### src/rtl/rststb_pkg.sv
package rststb_pkg;
  localparam int unsigned FILT_LEN = 30;  // consecutive lows that mean reset
  localparam int unsigned STB_LEN  = 8;   // strobe width in clocks
  localparam int unsigned REL_LEN  = 2;   // consecutive highs that release reset
endpackage

### src/rtl/rststb_filter.sv
module rststb_filter #(
  parameter int unsigned FILT_LEN = rststb_pkg::FILT_LEN,
  parameter int unsigned REL_LEN  = rststb_pkg::REL_LEN
) (
  input  logic clk_i,
  input  logic rst_ni,
  input  logic pin_i,
  output logic rst_o,
  output logic rst_next_o
);
  localparam int unsigned LW = $clog2(FILT_LEN + 1);
  localparam int unsigned HW = $clog2(REL_LEN + 1);
  localparam logic [LW-1:0] LOW_MAX = LW'(FILT_LEN);
  localparam logic [HW-1:0] HI_MAX  = HW'(REL_LEN);

  logic [LW-1:0] low_q, low_d;
  logic [HW-1:0] hi_q, hi_d;
  logic          rst_q, rst_d;

  always_comb begin
    if (pin_i)                low_d = '0;
    else if (low_q == LOW_MAX) low_d = low_q;
    else                      low_d = low_q + LW'(1);

    if (!rst_q || !pin_i)     hi_d = '0;
    else if (hi_q == HI_MAX)  hi_d = hi_q;
    else                      hi_d = hi_q + HW'(1);

    rst_d = rst_q;
    if (low_d == LOW_MAX)     rst_d = 1'b1;
    else if (hi_d == HI_MAX)  rst_d = 1'b0;
  end

  always_ff @(posedge clk_i or negedge rst_ni) begin
    if (!rst_ni) begin
      low_q <= '0;
      hi_q  <= '0;
      rst_q <= 1'b1;
    end else begin
      low_q <= low_d;
      hi_q  <= hi_d;
      rst_q <= rst_d;
    end
  end

  assign rst_o      = rst_q;
  assign rst_next_o = rst_d;

  AST_RST_RISE_ON_LOW: assert property (@(posedge clk_i) disable iff (!rst_ni)
    $rose(rst_q) |-> !$past(pin_i));
  AST_RELEASE_TWO_HIGH: assert property (@(posedge clk_i) disable iff (!rst_ni)
    $fell(rst_q) |-> $past(pin_i) && $past(pin_i, 2));
endmodule

### src/rtl/rststb_strobe.sv
module rststb_strobe #(
  parameter int unsigned STB_LEN = rststb_pkg::STB_LEN
) (
  input  logic clk_i,
  input  logic rst_ni,
  input  logic clr_i,
  input  logic addr_match_i,
  input  logic data_bit_i,
  input  logic stop_i,
  output logic oe_o
);
  localparam int unsigned CW = $clog2(STB_LEN + 1);
  localparam logic [CW-1:0] CNT_LOAD = CW'(STB_LEN);

  logic          armed_q, armed_d;
  logic [CW-1:0] cnt_q, cnt_d;
  logic          start;

  assign start = !clr_i && stop_i && armed_q && (cnt_q == '0);

  always_comb begin
    // clearing events take precedence over a fresh match
    if (clr_i || data_bit_i || stop_i) armed_d = 1'b0;
    else if (addr_match_i)             armed_d = 1'b1;
    else                               armed_d = armed_q;

    if (clr_i)               cnt_d = '0;
    else if (start)          cnt_d = CNT_LOAD;
    else if (cnt_q != '0)    cnt_d = cnt_q - CW'(1);
    else                     cnt_d = cnt_q;
  end

  always_ff @(posedge clk_i or negedge rst_ni) begin
    if (!rst_ni) begin
      armed_q <= 1'b0;
      cnt_q   <= '0;
    end else begin
      armed_q <= armed_d;
      cnt_q   <= cnt_d;
    end
  end

  assign oe_o = (cnt_q != '0);

  // checker: length of the current run of drive cycles
  logic [CW-1:0] run_q;
  always_ff @(posedge clk_i or negedge rst_ni) begin
    if (!rst_ni)                     run_q <= '0;
    else if (!oe_o)                  run_q <= '0;
    else if (run_q != CNT_LOAD)      run_q <= run_q + CW'(1);
  end

  AST_STROBE_CAUSE: assert property (@(posedge clk_i) disable iff (!rst_ni)
    $rose(oe_o) |-> $past(stop_i) && $past(armed_q));
  AST_STROBE_NO_STRETCH: assert property (@(posedge clk_i) disable iff (!rst_ni)
    oe_o |-> run_q < CNT_LOAD);
  AST_STROBE_FULL_LEN: assert property (@(posedge clk_i) disable iff (!rst_ni)
    ($fell(oe_o) && !$past(clr_i)) |-> run_q == CNT_LOAD);
endmodule

### src/rtl/rststb_pin_ctrl.sv
module rststb_pin_ctrl #(
  parameter int unsigned FILT_LEN = rststb_pkg::FILT_LEN,
  parameter int unsigned STB_LEN  = rststb_pkg::STB_LEN,
  parameter int unsigned REL_LEN  = rststb_pkg::REL_LEN
) (
  input  logic clk_i,
  input  logic rst_ni,
  input  logic pin_i,
  input  logic addr_match_i,
  input  logic data_bit_i,
  input  logic stop_i,
  output logic pin_oe_o,
  output logic sys_rst_o
);
  logic rst_next;

  rststb_filter #(.FILT_LEN(FILT_LEN), .REL_LEN(REL_LEN)) i_filter (
    .clk_i      (clk_i),
    .rst_ni     (rst_ni),
    .pin_i      (pin_i),
    .rst_o      (sys_rst_o),
    .rst_next_o (rst_next)
  );

  rststb_strobe #(.STB_LEN(STB_LEN)) i_strobe (
    .clk_i        (clk_i),
    .rst_ni       (rst_ni),
    .clr_i        (rst_next),
    .addr_match_i (addr_match_i),
    .data_bit_i   (data_bit_i),
    .stop_i       (stop_i),
    .oe_o         (pin_oe_o)
  );

  // checker: consecutive low samples of the pad, independent of the filter
  localparam int unsigned SW = $clog2(FILT_LEN + 2);
  localparam logic [SW-1:0] SEEN_MAX = SW'(FILT_LEN + 1);
  logic [SW-1:0] low_seen_q;
  always_ff @(posedge clk_i or negedge rst_ni) begin
    if (!rst_ni)                    low_seen_q <= '0;
    else if (pin_i)                 low_seen_q <= '0;
    else if (low_seen_q != SEEN_MAX) low_seen_q <= low_seen_q + SW'(1);
  end

  AST_RST_NEEDS_FULL_RUN: assert property (@(posedge clk_i) disable iff (!rst_ni)
    $rose(sys_rst_o) |-> low_seen_q == SW'(FILT_LEN));
  AST_NO_DRIVE_IN_RST: assert property (@(posedge clk_i) disable iff (!rst_ni)
    sys_rst_o |-> !pin_oe_o);
endmodule

### config.mk
export PLATFORM = sky130hd
export DESIGN_NAME = rststb_pin_ctrl
export DESIGN_NICKNAME = d
export VERILOG_FILES = /design/src/rtl/rststb_pkg.sv /design/src/rtl/rststb_filter.sv /design/src/rtl/rststb_strobe.sv /design/src/rtl/rststb_pin_ctrl.sv
export SDC_FILE = /design/constraint.sdc
export NUM_CORES = 1
export LEC_CHECK = 0
export BUFFER_PORTS_ARGS = -buffer_cell sky130_fd_sc_hd__buf_2
export CAP_MARGIN = 20
export CORE_MARGIN = 5
export CORE_UTILIZATION = 45
export CTS_CLUSTER_DIAMETER = 100
export DETAILED_ROUTE_END_ITERATION = 10
export PLACE_DENSITY = 0.67
export SETUP_SLACK_MARGIN = 0.15
export SKIP_LAST_GASP = 1
export SYNTH_ARGS = -nofsm -noshare
export SYNTH_HDL_FRONTEND = slang
export SYNTH_SLANG_ARGS = --single-unit
export TNS_END_PERCENT = 1
### constraint.sdc
create_clock -name clk_i -period 1.7 [get_ports clk_i]
set_input_delay 0.425 -clock clk_i [delete_from_list [all_inputs] [get_ports clk_i]]
set_output_delay 0.425 -clock clk_i [all_outputs]
set_load 0.05 [all_outputs]
; After elaboration in Yosys (flattened, before gate mapping)
; Index checks and enable logic that the tools add are counted.
[op_classes]
n_addsub = 3
n_reduce_logical = 13
muxes = 11
eq_ne = 4
[ops]
columns = cell, n
row1 = 4-bit 2-to-1 mux, 3
row2 = 5-bit == test (second input constant), 2
row3 = 5-bit 2-to-1 mux, 2
row4 = 5-bit by 1-bit adder with 5-bit output (second input constant), 1
row5 = 2-bit == test (second input constant), 2
row6 = 4-bit zero test, 1
row7 = 1-bit 2-to-1 mux, 4
row8 = 2-bit 2-to-1 mux, 2
row9 = 4-bit nonzero test, 1
row10 = 4-bit by 1-bit subtractor with 4-bit output (second input constant), 1
row11 = 1-bit logical AND, 3
row12 = 1-bit zero test, 3
row13 = 1-bit logical OR, 3
row14 = 3-bit nonzero test, 1
row15 = 2-bit by 1-bit adder with 2-bit output (second input constant), 1
row16 = 2-bit nonzero test, 1
[totals]
input_bits = 6
output_inout_bits = 2
reg_bits = 13
elab_cells = 36

; Longest topological paths before layout
[depth]
word_depth = 12
depth_mapped = 6
depth_no_buf = 6

; Modules after synthesis
; Synthesis repeated with hierarchy kept, for this count alone.
[unflattened]
cells_unflattened = 68
hier_area_um2 = 695.7
[modules_own_cells]
columns = mod, instances, area_per_inst_um2, seq_area_each_um2, cells_each
row1 = rststb_filter, 1, 427.9, 201.4, 41
row2 = rststb_strobe, 1, 267.8, 125.1, 27

; Worst setup path after synthesis
; OpenSTA, ideal clock, no wires.
[synth_timing]
path_type = register to output
from = register i_strobe.cnt_q[0]
to = output pin_oe_o
path_stages_with_launch = 5
arrival_ps = 1263
slack_ps = 12
path_cell_list = dfrtp_1 inv_1 ha_1 nor3b_1 inv_1
[synth_between]
elab_chain_len = 1
[synth_lines]
columns = element, line
row1 = start: declaration, rststb_strobe.sv:16  ; logic [CW-1:0] cnt_q, cnt_d;
row2 = start signal: assignment, rststb_strobe.sv:39  ; cnt_q <= cnt_d;
row3 = 4-bit nonzero test, rststb_strobe.sv:43  ; assign oe_o = (cnt_q != '0);
row4 = end: declaration, rststb_pin_ctrl.sv:12  ; output logic pin_oe_o,
; No other way between the ends.

; Final worst setup path
[layout_timing]
from = register i_strobe.cnt_q[1]
to = output pin_oe_o
; The elaborated chain is that of the path after synthesis.

==> results.md <==
- CTS H-tree depth: 1
- First-pass iteration count of the detailed router: 4
- Post-Synthesis Cells: 64
- WS Path Type: reg2out
- WL met3: 64 um
- Fmax: 576 MHz
- CP required: 1.27 ns
- Antenna Cells: 0
- Most frequent cells in the layout: 12 x dfrtp_1, 12 x buf_4, 6 x nor2_1, 6 x buf_2, 5 x a31oi_1
- Min-delay worst type: in2async
- DR WL/cell: 13.5 um
- Worst Max-Slew Pin Slew: 0.315 ns
- Place WS: -0.0193 ns
- Worst R2R Path Depth: 7
- CTS clock-pin slew for the worst setup and hold paths: 0.07 ns
- Non-filler cells, final: slightly above 100
- PD cells: 1300 nW/um^2
- Vias post-DR: 570
- I/O pin cnt: 8
- Max cap viols: 0
- Post-synthesis cell area: approximately 660 um^2
- FF-to-FF End: i_strobe.cnt_q[0]
- Die height: 48.3 um
- Slew HR: 78.8%
- Final period util: 102%
- 1st-iter DRT viols: 22
- Delay-heaviest family, CP: flip-flops
- Die ar.: 2330 um^2
- Share of layout cells above drive strength 1: between 30% and 40%
- Die X: 48.3 um
- Met2 wire len: 670 um
- Failing checks: negative setup slack
- Num Clock Sinks: 13
- Outcome: finished with violations
- Initial Util: 48.9%
- Initial antenna violation count: 0
- Cell seen most often among critical-path stages: inv_2
- Worst Setup EP: pin_oe_o
- Syn nets: 74
- DRT met1 WL: 610 um
- Maximum vdd ir drop: 0.795 mV
- CP Capture Type: output pin
- Crit path launch: i_strobe.cnt_q[1]
- Total Nets Final: 98
- Hold Vio Cnt, Final: 0
- Final WL: between 1 and 1.5 mm
- Fin crit period: 1.74 ns
- Synth Warn #: 0
- Core ar.: roughly 1400 um^2
- Worst-path cell chain: inv_2 > ha_4 > nor3b_4 > inv_2 > buf_8
- Clk Tree Root Cell: clkbuf_4
- Clock Latency Late Sink: 0.27 ns
- Remaining Overflow, GRT: 0
- Highest routed metal layer: met4
- Antenna Nets Post-Route: 0
- Routability cong.: 0.879
- Final Cell Area: 877 um^2
- # DRC: 0
- Critical-path maximum fanout: 2
- Layout area overhead: 32.8%
- CP peak stage delay: 0.40 ns
- Syn_area_per_cell: ~10 um^2
- Final HPWL DP: 894 um
- P_leak: about 0.41 nW
- Final Util: 65.0%
- Final WS setup: -0.0367 ns
- Cell count along the critical path: 5
- Largest net degree at the start of global routing: 14
- Post-placement cell count: 90
- Worst r2r src: i_filter.low_q[0]
- Global-route wire length before repair: 2.39 mm
- Vias in the first global route: between 500 and 600
- CP Launch Type: flop
- IO Port Bufs: 7
- CTS tree: done
- RSZ-0062 raised after global routing: true
- Flops & latches, synth: 13
- Setup Skew: 0.00281 ns
- Dpl cell area: 752 um^2
- GRT Total Usage: 12.7%
- R2r setup slk: about 0.02 ns
- Row cnt: 13
- Bufs on Longest Clock Path: 2
- Fin. max-slew vios: 0
- Via-to-Cell Ratio: 5.59
- Distinct cells, synth: 24
- CTS buffer count: 3
- Crit path arrival time: 1.31 ns
- Post-synthesis sequential area ratio: 49.4%
- Final setup fails: 1
- Buf/Inv on CP: 3
- CP max-delay cell: dfrtp_1
-- registers in the layout, indices dropped and copies added, names as in the netlist --
| signal | count |
|---|---|
| i_strobe.armed_q | 1 |
| i_filter.hi_q | 2 |
| i_strobe.cnt_q | 4 |
| i_filter.rst_o | 1 |
| i_filter.low_q | 5 |
-- kinds of logic (layout without fill, tap and decap cells) --
kind of cell / Yosys count / after routing / synth area share, %
AO/OA/AOI/OAI: 14 / 14 / 16.5
flip-flops: 13 / 13 / 49.4
AND/OR/NAND/NOR: 26 / 26 / 21.8
buffers and inverters: 6 / 29 / 3.41
adder cells (fa/ha/maj): 4 / 4 / 7.58
XOR/XNOR: 1 / 1 / 1.33
-- metrics by stage --
stage          TNS, ns  hold WS, ns  power (mW)
2_1_floorplan        0        0.129       0.645
3_3_place_gp         0        0.320       0.746
3_5_place_dp   -0.0356        0.316       0.752
4_1_cts              0       0.0262        1.09
5_1_grt         -0.361       0.0365        1.21
6_report       -0.0367       0.0261        1.14
-- cell type report --
class                      count  area, um^2
clock buffer                   4        26.3
tap                           15        18.8
timing repair buffer          19         135
sequential                    13         327
fill                         103         473
inverter                       6        22.5
multi-input combinational     45         348
-- worst min-delay path by stage --
| stage | start | endpoint | depth (start not counted) |
|---|---|---|---|
| finish | rst_ni | i_filter.hi_q[0] | 1 |
| global route | rst_ni | i_filter.low_q[2] | 1 |
| CTS | rst_ni | i_filter.hi_q[1] | 1 |
| detailed placement | rst_ni | i_filter.hi_q[1] | 1 |
| global placement | rst_ni | i_filter.hi_q[0] | 1 |
| floorplan | rst_ni | i_filter.hi_q[0] | 0 |
-- report_power, final --
group	switching, mW	internal [mW]	total (mW)
Combinational	0.250	0.286	0.536
Clock	0.0904	0.0908	0.181
Sequential	0.0581	0.364	0.422
Total	0.398	0.741	1.14
-- routing by layer --
metal	vias up	track usage (%)
met5	-	0
met3	6	3.06
met1	273	15.6
met2	15	20.9
li1	276	-
met4	0	5.53
-- synth_stat cells --
master	number	area share [%]
nor2_1	7	4.0
o31ai_1	1	1.1
inv_1	6	3.4
nor3_1	3	2.3
xnor2_1	1	1.3
nand3_1	1	0.76
dfstp_2	1	4.0
o41ai_4	1	4.2
ha_1	4	7.6
o21ai_0	1	0.76
and3_1	3	2.8
or3_1	1	0.95
a41o_1	1	1.5
nand2b_1	1	0.95
dfrtp_1	12	45
nor2b_1	1	0.95
nand4_1	1	0.95
a21oi_1	4	3.0
nor4_2	1	1.9
nor3b_1	2	2.3
nand3b_1	2	2.3
a31oi_1	5	4.7
a21boi_0	1	1.1
nand2_1	3	1.7
-- repair_timing --
item / in CTS / in global routing
buffers inserted: 7 / 1
gates resized for setup: 9 / 1
hold buffers: 0 / 0
pin swaps: 2 / 0
setup endpoints to repair: 7 / 7
Power figures use the tool's default switching activity.
